$ cat src/rtl/pktq_irq_pkg.sv
package pktq_irq_pkg;
    localparam int ST_W    = 8;
    localparam int IDX_RX  = 0;
    localparam int IDX_TX  = 1;
    localparam int IDX_TXE = 2;
    localparam int USED_W  = 3;

    typedef enum logic [1:0] {
        TXE_OFF   = 2'd0,
        TXE_WAIT  = 2'd1,
        TXE_ARMED = 2'd2
    } txe_state_e;
endpackage

$ cat src/rtl/pktq_txe_fsm.sv
module pktq_txe_fsm
    import pktq_irq_pkg::*;
(
    input  logic clk,
    input  logic rst_n,
    input  logic enable_i,
    input  logic pend_empty_i,
    output logic txe_lvl_o
);
    txe_state_e state_q;
    txe_state_e state_d;

    // state register
    always_ff @(posedge clk) begin
        if (!rst_n) begin
            state_q <= TXE_OFF;
        end else begin
            state_q <= state_d;
        end
    end

    // next state
    always_comb begin
        state_d = state_q;
        unique case (state_q)
            TXE_OFF: begin
                if (enable_i) state_d = TXE_WAIT;
            end
            TXE_WAIT: begin
                if (!enable_i)         state_d = TXE_OFF;
                else if (!pend_empty_i) state_d = TXE_ARMED;
            end
            TXE_ARMED: begin
                if (!enable_i) state_d = TXE_OFF;
            end
            default: state_d = TXE_OFF;
        endcase
    end

    // output
    always_comb begin
        txe_lvl_o = 1'b0;
        unique case (state_q)
            TXE_OFF:   txe_lvl_o = 1'b0;
            TXE_WAIT:  txe_lvl_o = 1'b0;
            TXE_ARMED: txe_lvl_o = enable_i && pend_empty_i;
            default:   txe_lvl_o = 1'b0;
        endcase
    end
endmodule

$ cat src/rtl/pktq_autorel.sv
module pktq_autorel (
    input  logic clk,
    input  logic rst_n,
    input  logic auto_rel_i,
    input  logic tx_done_i,
    input  logic tx_ok_i,
    output logic cmpl_push_o,
    output logic buf_release_o
);
    logic push_d;
    logic rel_d;

    always_comb begin
        rel_d  = tx_done_i && auto_rel_i && tx_ok_i;
        push_d = tx_done_i && !(auto_rel_i && tx_ok_i);
    end

    always_ff @(posedge clk) begin
        if (!rst_n) begin
            cmpl_push_o   <= 1'b0;
            buf_release_o <= 1'b0;
        end else begin
            cmpl_push_o   <= push_d;
            buf_release_o <= rel_d;
        end
    end
endmodule

$ cat src/rtl/pktq_irq_core.sv
module pktq_irq_core
    import pktq_irq_pkg::*;
#(
    parameter int CNT_W = 5
) (
    input  logic             clk,
    input  logic             rst_n,
    input  logic [CNT_W-1:0] rx_cnt_i,
    input  logic [CNT_W-1:0] txc_cnt_i,
    input  logic             txe_lvl_i,
    input  logic             mask_we_i,
    input  logic [ST_W-1:0]  mask_wdata_i,
    output logic [ST_W-1:0]  mask_o,
    output logic [ST_W-1:0]  status_o,
    output logic             irq_o
);
    logic [ST_W-1:0] lvl;
    logic [ST_W-1:0] mask_q;

    always_comb begin
        lvl          = '0;
        lvl[IDX_RX]  = (rx_cnt_i != '0);
        lvl[IDX_TX]  = (txc_cnt_i != '0);
        lvl[IDX_TXE] = txe_lvl_i;
    end

    always_ff @(posedge clk) begin
        if (!rst_n) begin
            mask_q   <= '0;
            status_o <= '0;
            irq_o    <= 1'b0;
        end else begin
            if (mask_we_i) mask_q <= mask_wdata_i;
            status_o <= lvl;
            irq_o    <= |(lvl & mask_q);
        end
    end

    assign mask_o = mask_q;
endmodule

$ cat src/rtl/pktq_irq_gen.sv
module pktq_irq_gen
    import pktq_irq_pkg::*;
#(
    parameter int CNT_W = 5
) (
    input  logic             clk,
    input  logic             rst_n,
    input  logic [CNT_W-1:0] rx_cnt_i,
    input  logic [CNT_W-1:0] txp_cnt_i,
    input  logic [CNT_W-1:0] txc_cnt_i,
    input  logic             mask_we_i,
    input  logic [7:0]       mask_wdata_i,
    input  logic             auto_rel_i,
    input  logic             tx_done_i,
    input  logic             tx_ok_i,
    output logic [7:0]       status_o,
    output logic [7:0]       mask_o,
    output logic             irq_o,
    output logic             cmpl_push_o,
    output logic             buf_release_o
);
    logic txe_lvl;
    logic pend_empty;

    assign pend_empty = (txp_cnt_i == '0);

    pktq_txe_fsm u_fsm (
        .clk          (clk),
        .rst_n        (rst_n),
        .enable_i     (mask_o[IDX_TXE]),
        .pend_empty_i (pend_empty),
        .txe_lvl_o    (txe_lvl)
    );

    pktq_irq_core #(.CNT_W(CNT_W)) u_core (
        .clk          (clk),
        .rst_n        (rst_n),
        .rx_cnt_i     (rx_cnt_i),
        .txc_cnt_i    (txc_cnt_i),
        .txe_lvl_i    (txe_lvl),
        .mask_we_i    (mask_we_i),
        .mask_wdata_i (mask_wdata_i),
        .mask_o       (mask_o),
        .status_o     (status_o),
        .irq_o        (irq_o)
    );

    pktq_autorel u_rel (
        .clk           (clk),
        .rst_n         (rst_n),
        .auto_rel_i    (auto_rel_i),
        .tx_done_i     (tx_done_i),
        .tx_ok_i       (tx_ok_i),
        .cmpl_push_o   (cmpl_push_o),
        .buf_release_o (buf_release_o)
    );
endmodule

$ cat config.mk
export PLATFORM = sky130hd
export DESIGN_NAME = pktq_irq_gen
export DESIGN_NICKNAME = d
export VERILOG_FILES = /design/src/rtl/pktq_irq_pkg.sv /design/src/rtl/pktq_txe_fsm.sv /design/src/rtl/pktq_autorel.sv /design/src/rtl/pktq_irq_core.sv /design/src/rtl/pktq_irq_gen.sv
export SDC_FILE = /design/constraint.sdc
export NUM_CORES = 1
export LEC_CHECK = 0
export BUFFER_PORTS_ARGS = -buffer_cell sky130_fd_sc_hd__buf_2
export CAP_MARGIN = 10
export CORE_MARGIN = 4
export CORE_UTILIZATION = 40
export DETAILED_ROUTE_END_ITERATION = 10
export PLACE_DENSITY = 0.86
export SETUP_SLACK_MARGIN = 0.05
export SYNTH_ARGS = -nofsm -noshare
export SYNTH_HDL_FRONTEND = slang
export SYNTH_SLANG_ARGS = --single-unit
$ cat constraint.sdc
create_clock -name clk -period 2.6 [get_ports clk]
set_input_delay 0.13 -clock clk [delete_from_list [all_inputs] [get_ports clk]]
set_output_delay 0.13 -clock clk [all_outputs]
set_load 0.005 [all_outputs]
-- Yosys cells after proc, flatten, opt, wreduce, memory -nomap -nowiden
Index checks and enable logic that the tools add are counted.
- bitwise logic cells: 1
- equal/unequal tests: 5
- reductions and logical operators: 12
- muxes and demuxes: 6
- operators with widths (operator ; number):
    $reduce_bool 5->1 ; 2
    $and 3x8->8 ; 1
    $mux 2 ; 4
    $reduce_or 8->1 ; 1
    $pmux 2 s3 ; 1
    $logic_and 1x1->1 ; 5
    $logic_not 5->1 ; 1
    $ne 3x3->1 const B ; 1
    $reduce_and 3->1 ; 1
    $eq 2x1->1 const B ; 1
    $eq 2x2->1 const B ; 1
    $logic_not 2->1 ; 1
    $ne 2x1->1 const B ; 1
    $ne 2x2->1 const B ; 1
    $logic_not 1->1 ; 1
    $mux 1 ; 1
- word-level logic and storage cells: 31
- bits in registers: 21

-- Longest topological paths before layout
- depth in word-level cells: 5
- gate-level depth with buffers: 3

-- Hierarchy
From an unflattened synthesis, not the netlist that was laid out.
- cell total of the unflattened synthesis: 66
- area, all modules: 635.6 um2
- modules (own cells, without submodules) (module ; times used ; area an instance (um2) ; cells an instance ; seq. area each (um2)):
    pktq_irq_core ; 1 ; 480.5 ; 48 ; 240.2
    pktq_txe_fsm ; 1 ; 87.6 ; 10 ; 40.0
    pktq_autorel ; 1 ; 56.3 ; 6 ; 40.0
    pktq_irq_gen ; 1 ; 11.3 ; 2 ; 0.0

-- Worst setup path before layout
No wires, ideal clock.
- kind: input -> register
- from: input rx_cnt_i[0]
- to: register u_core.irq_o
- required time: 2.478 ns
- path buffers: 0
- arrival time: 1.136 ns
- library setup time: 0.122 ns
- slack: 1.342 ns
- cell stages on the path: 3
- cells stage by stage: or4_1 o21a_1 a221o_1
- longest elaborated chain between the ends: 3
- RTL lines (element ; RTL line ; source):
    from (decl) ; pktq_irq_gen.sv:8 ; input logic [CNT_W-1:0] rx_cnt_i,
    $reduce_bool 5->1 ; pktq_irq_core.sv:22 ; lvl[IDX_RX] = (rx_cnt_i != '0);
    $and 3x8->8 ; pktq_irq_core.sv:35 ; irq_o <= |(lvl & mask_q);
    $reduce_or 8->1 ; pktq_irq_core.sv:35 ;
    to (signal assigned) ; pktq_irq_core.sv:35 ;
    to (decl) ; pktq_irq_core.sv:15 ; output logic irq_o
No other way between the ends.
A chain may end at the register's enable or synchronous reset.

-- Final worst setup path
Ends and elaborated chain as after synthesis.

==> flow_metrics.tcl <==
set metrics [dict create \
    ioPinCount 48 \
    cts_tree "yes" \
    grt_pass1_wl_um 1980 \
    syn2layout_area_growth_pct 37.4 \
    clk_pin_slew_ps 90 \
    clock_skew_ps 3.87 \
    max_stage_delay_ps 540 \
    syn_avg_cell_area_um2 10.7 \
    final_cell_mix "buf_2, dfxtp_1, mux2i_1, nor2b_1, conb_1" \
    gp_congestion 0.773 \
    hold_viol 0 \
    worstHoldPathType "in -> reg" \
    fin_tns_setup_ps 0 \
    reg2reg_depth 3 \
    holdCritStartpoint "auto_rel_i" \
    cap_viol_max_count 0 \
    postCtsSetupRepairBufs 0 \
    final_common_cell "buf_2" \
    fp.dieArea_um2 2210 \
    synth_top_area_share_pct 52.7 \
    fin_crit_sh_pct 43.7 \
    rows 13 \
    instances_no_fill 114 \
    die_x_um 47.0 \
    ys_warn_count 0 \
    drive_gt1_share_pct 46.5 \
    final_area_um2 836 \
    seq_area_frac_synth_pct 52.7 \
    start_util_pct 44.5 \
    synth_largest_area_cell "dfxtp_1" \
    fmax_mhz 879 \
    criticalPathCategory "in -> reg" \
    end_kind "register" \
    path_cells "buf_2 > or4_1 > o21a_1 > a221o_1" \
    numCtsBuffers 3 \
    utilization_pct 61.2 \
    io_buffers 42 \
    whs_path_depth 2 \
    hpwlAfterDp_um 1170 \
    drtIter0Drc 1 \
    min_to "u_rel.cmpl_push_o" \
    synth_cell_types 17 \
    timing.rr.start "u_core.mask_o[2]" \
    place_area_um2 800 \
    rsz0062_at_grt "no" \
    ys_seq_elements 16 \
    synth_area_leaders "dfxtp_1, mux2i_1, nor2b_1, buf_4, or4_1" \
    drv_slew 0 \
    path_max_fanout 2 \
    grt_pass1_vias 511 \
    leakage_nw 0.433 \
    overflow 0 \
    slowest_stage "or4_1" \
    n_fill_cell 126 \
    core_um2 1370 \
    antenna_left 0 \
    setup_viol_count_final 0 \
    outcome "completed" \
    post_cts_resized 0 \
    grt_use_total_pct 13.3 \
    crit_required_ps 2770 \
    post_drt_wl_per_cell_um 12.2 \
    postSynthCellCount 57 \
    clock_path_buffers 2 \
    dp.cells 110 \
    htree_levels 1 \
    diodes 0 \
    syn_area_um2 608 \
    detail_route.first_pass.iterations 2 \
    ir_worst_vdd_mv 0.451 \
    drc 0 \
    clk_latency_ps 280 \
    die_height_um 47.0 \
    root_buffer "clkbuf_4" \
    drt-total-wl_um 1390 \
    arrival_ps 1310 \
    finalCriticalPeriod_ps 1140 \
    hold_buffers 0 \
    vias 529 \
    startpoint_type "primary input" \
    rrSetupSlack_ps 1650 \
    cts_sinks 16 \
    grt_max_degree 14 \
    rr_endpoint "u_core.irq_o" \
    p_per_area_nw_per_um2 573 \
    holdWs_ps 32.3 \
    antenna_found_initial 0 \
    final_net_count 129 \
    via_per_inst 4.64 \
]
## registers in the layout, indices dropped and copies added, names as in the netlist
register             count
u_core.mask_o            8
u_core.status_o          3
u_rel.cmpl_push_o        1
u_fsm.state_q            2
u_rel.buf_release_o      1
u_core.irq_o             1
## logic make-up (layout without fill, tap and decap cells)
family,after synthesis,count (layout),share of synthesized area (%)
simple gates,18,18,17.9
flops,16,16,52.7
mux,8,8,13.2
buf+inv,8,46,8.64
compound gates,6,6,6.99
other cells,1,5,0.617
## stage by stage
stage	total power [W]	worst slack (ps)
after global routing	0.000502	1430
final	0.000479	1460
after floorplan	0.000300	1340
after CTS	0.000487	1460
after detailed placement	0.000329	1160
after global placement	0.000326	1230
## synth_stat cells
library cell and instances:
dfxtp_1 16, mux2i_1 8, nor2b_1 8, buf_4 6, nand2_1 3, or4_1 3, clkbuf_1 2, o21a_1 2
a21oi_1 1, a221o_1 1, conb_1 1, nand4b_1 1, nor2_1 1, nor3_1 1, nor3b_1 1, o21ai_0 1
o31ai_1 1
## how the worst max path moves through the flow
stage / startpoint / end / slack [ps] / cells past startpoint
after floorplan: rx_cnt_i[0] / u_core.irq_o / 1340 / 3
after global placement: rx_cnt_i[0] / u_core.irq_o / 1230 / 4
after detailed placement: rx_cnt_i[0] / u_core.irq_o / 1160 / 4
after CTS: rx_cnt_i[0] / u_core.irq_o / 1460 / 4
after global routing: rx_cnt_i[0] / u_core.irq_o / 1430 / 4
final: rx_cnt_i[0] / u_core.irq_o / 1460 / 4
## worst max-delay path: cells and delay by family
kind            cells  cell delay (ps)
buf+inv             1              100
compound gates      2              550
simple gates        1              540
## power breakdown
group	internal, W	leakage [nW]	switching, W
registers	0.000257	0.132	0.00000514
clock network	0.0000851	0.0210	0.0000714
logic	0.0000347	0.280	0.0000253
total	0.000377	0.433	0.000102
## metal layers
layer	share of wire, %	wire length [µm]	vias up	GRT usage (%)
met1	35	484	233	11.2
met4	1.6	22	0	6.63
li1	-	-	269	-
met2	55	760	25	25.7
met5	0	0	-	0
met3	8.8	122	2	5.75
## cell type report
class	instances	area (µm²)	share of cell area, %
clock buffer	4	36.3	4.34
multi-input combinational	37	250	29.9
tap	15	18.8	2.25
timing repair buffer	42	210	25.1
sequential	16	320	38.3
Note: power is estimated with default switching activity, not from simulation.
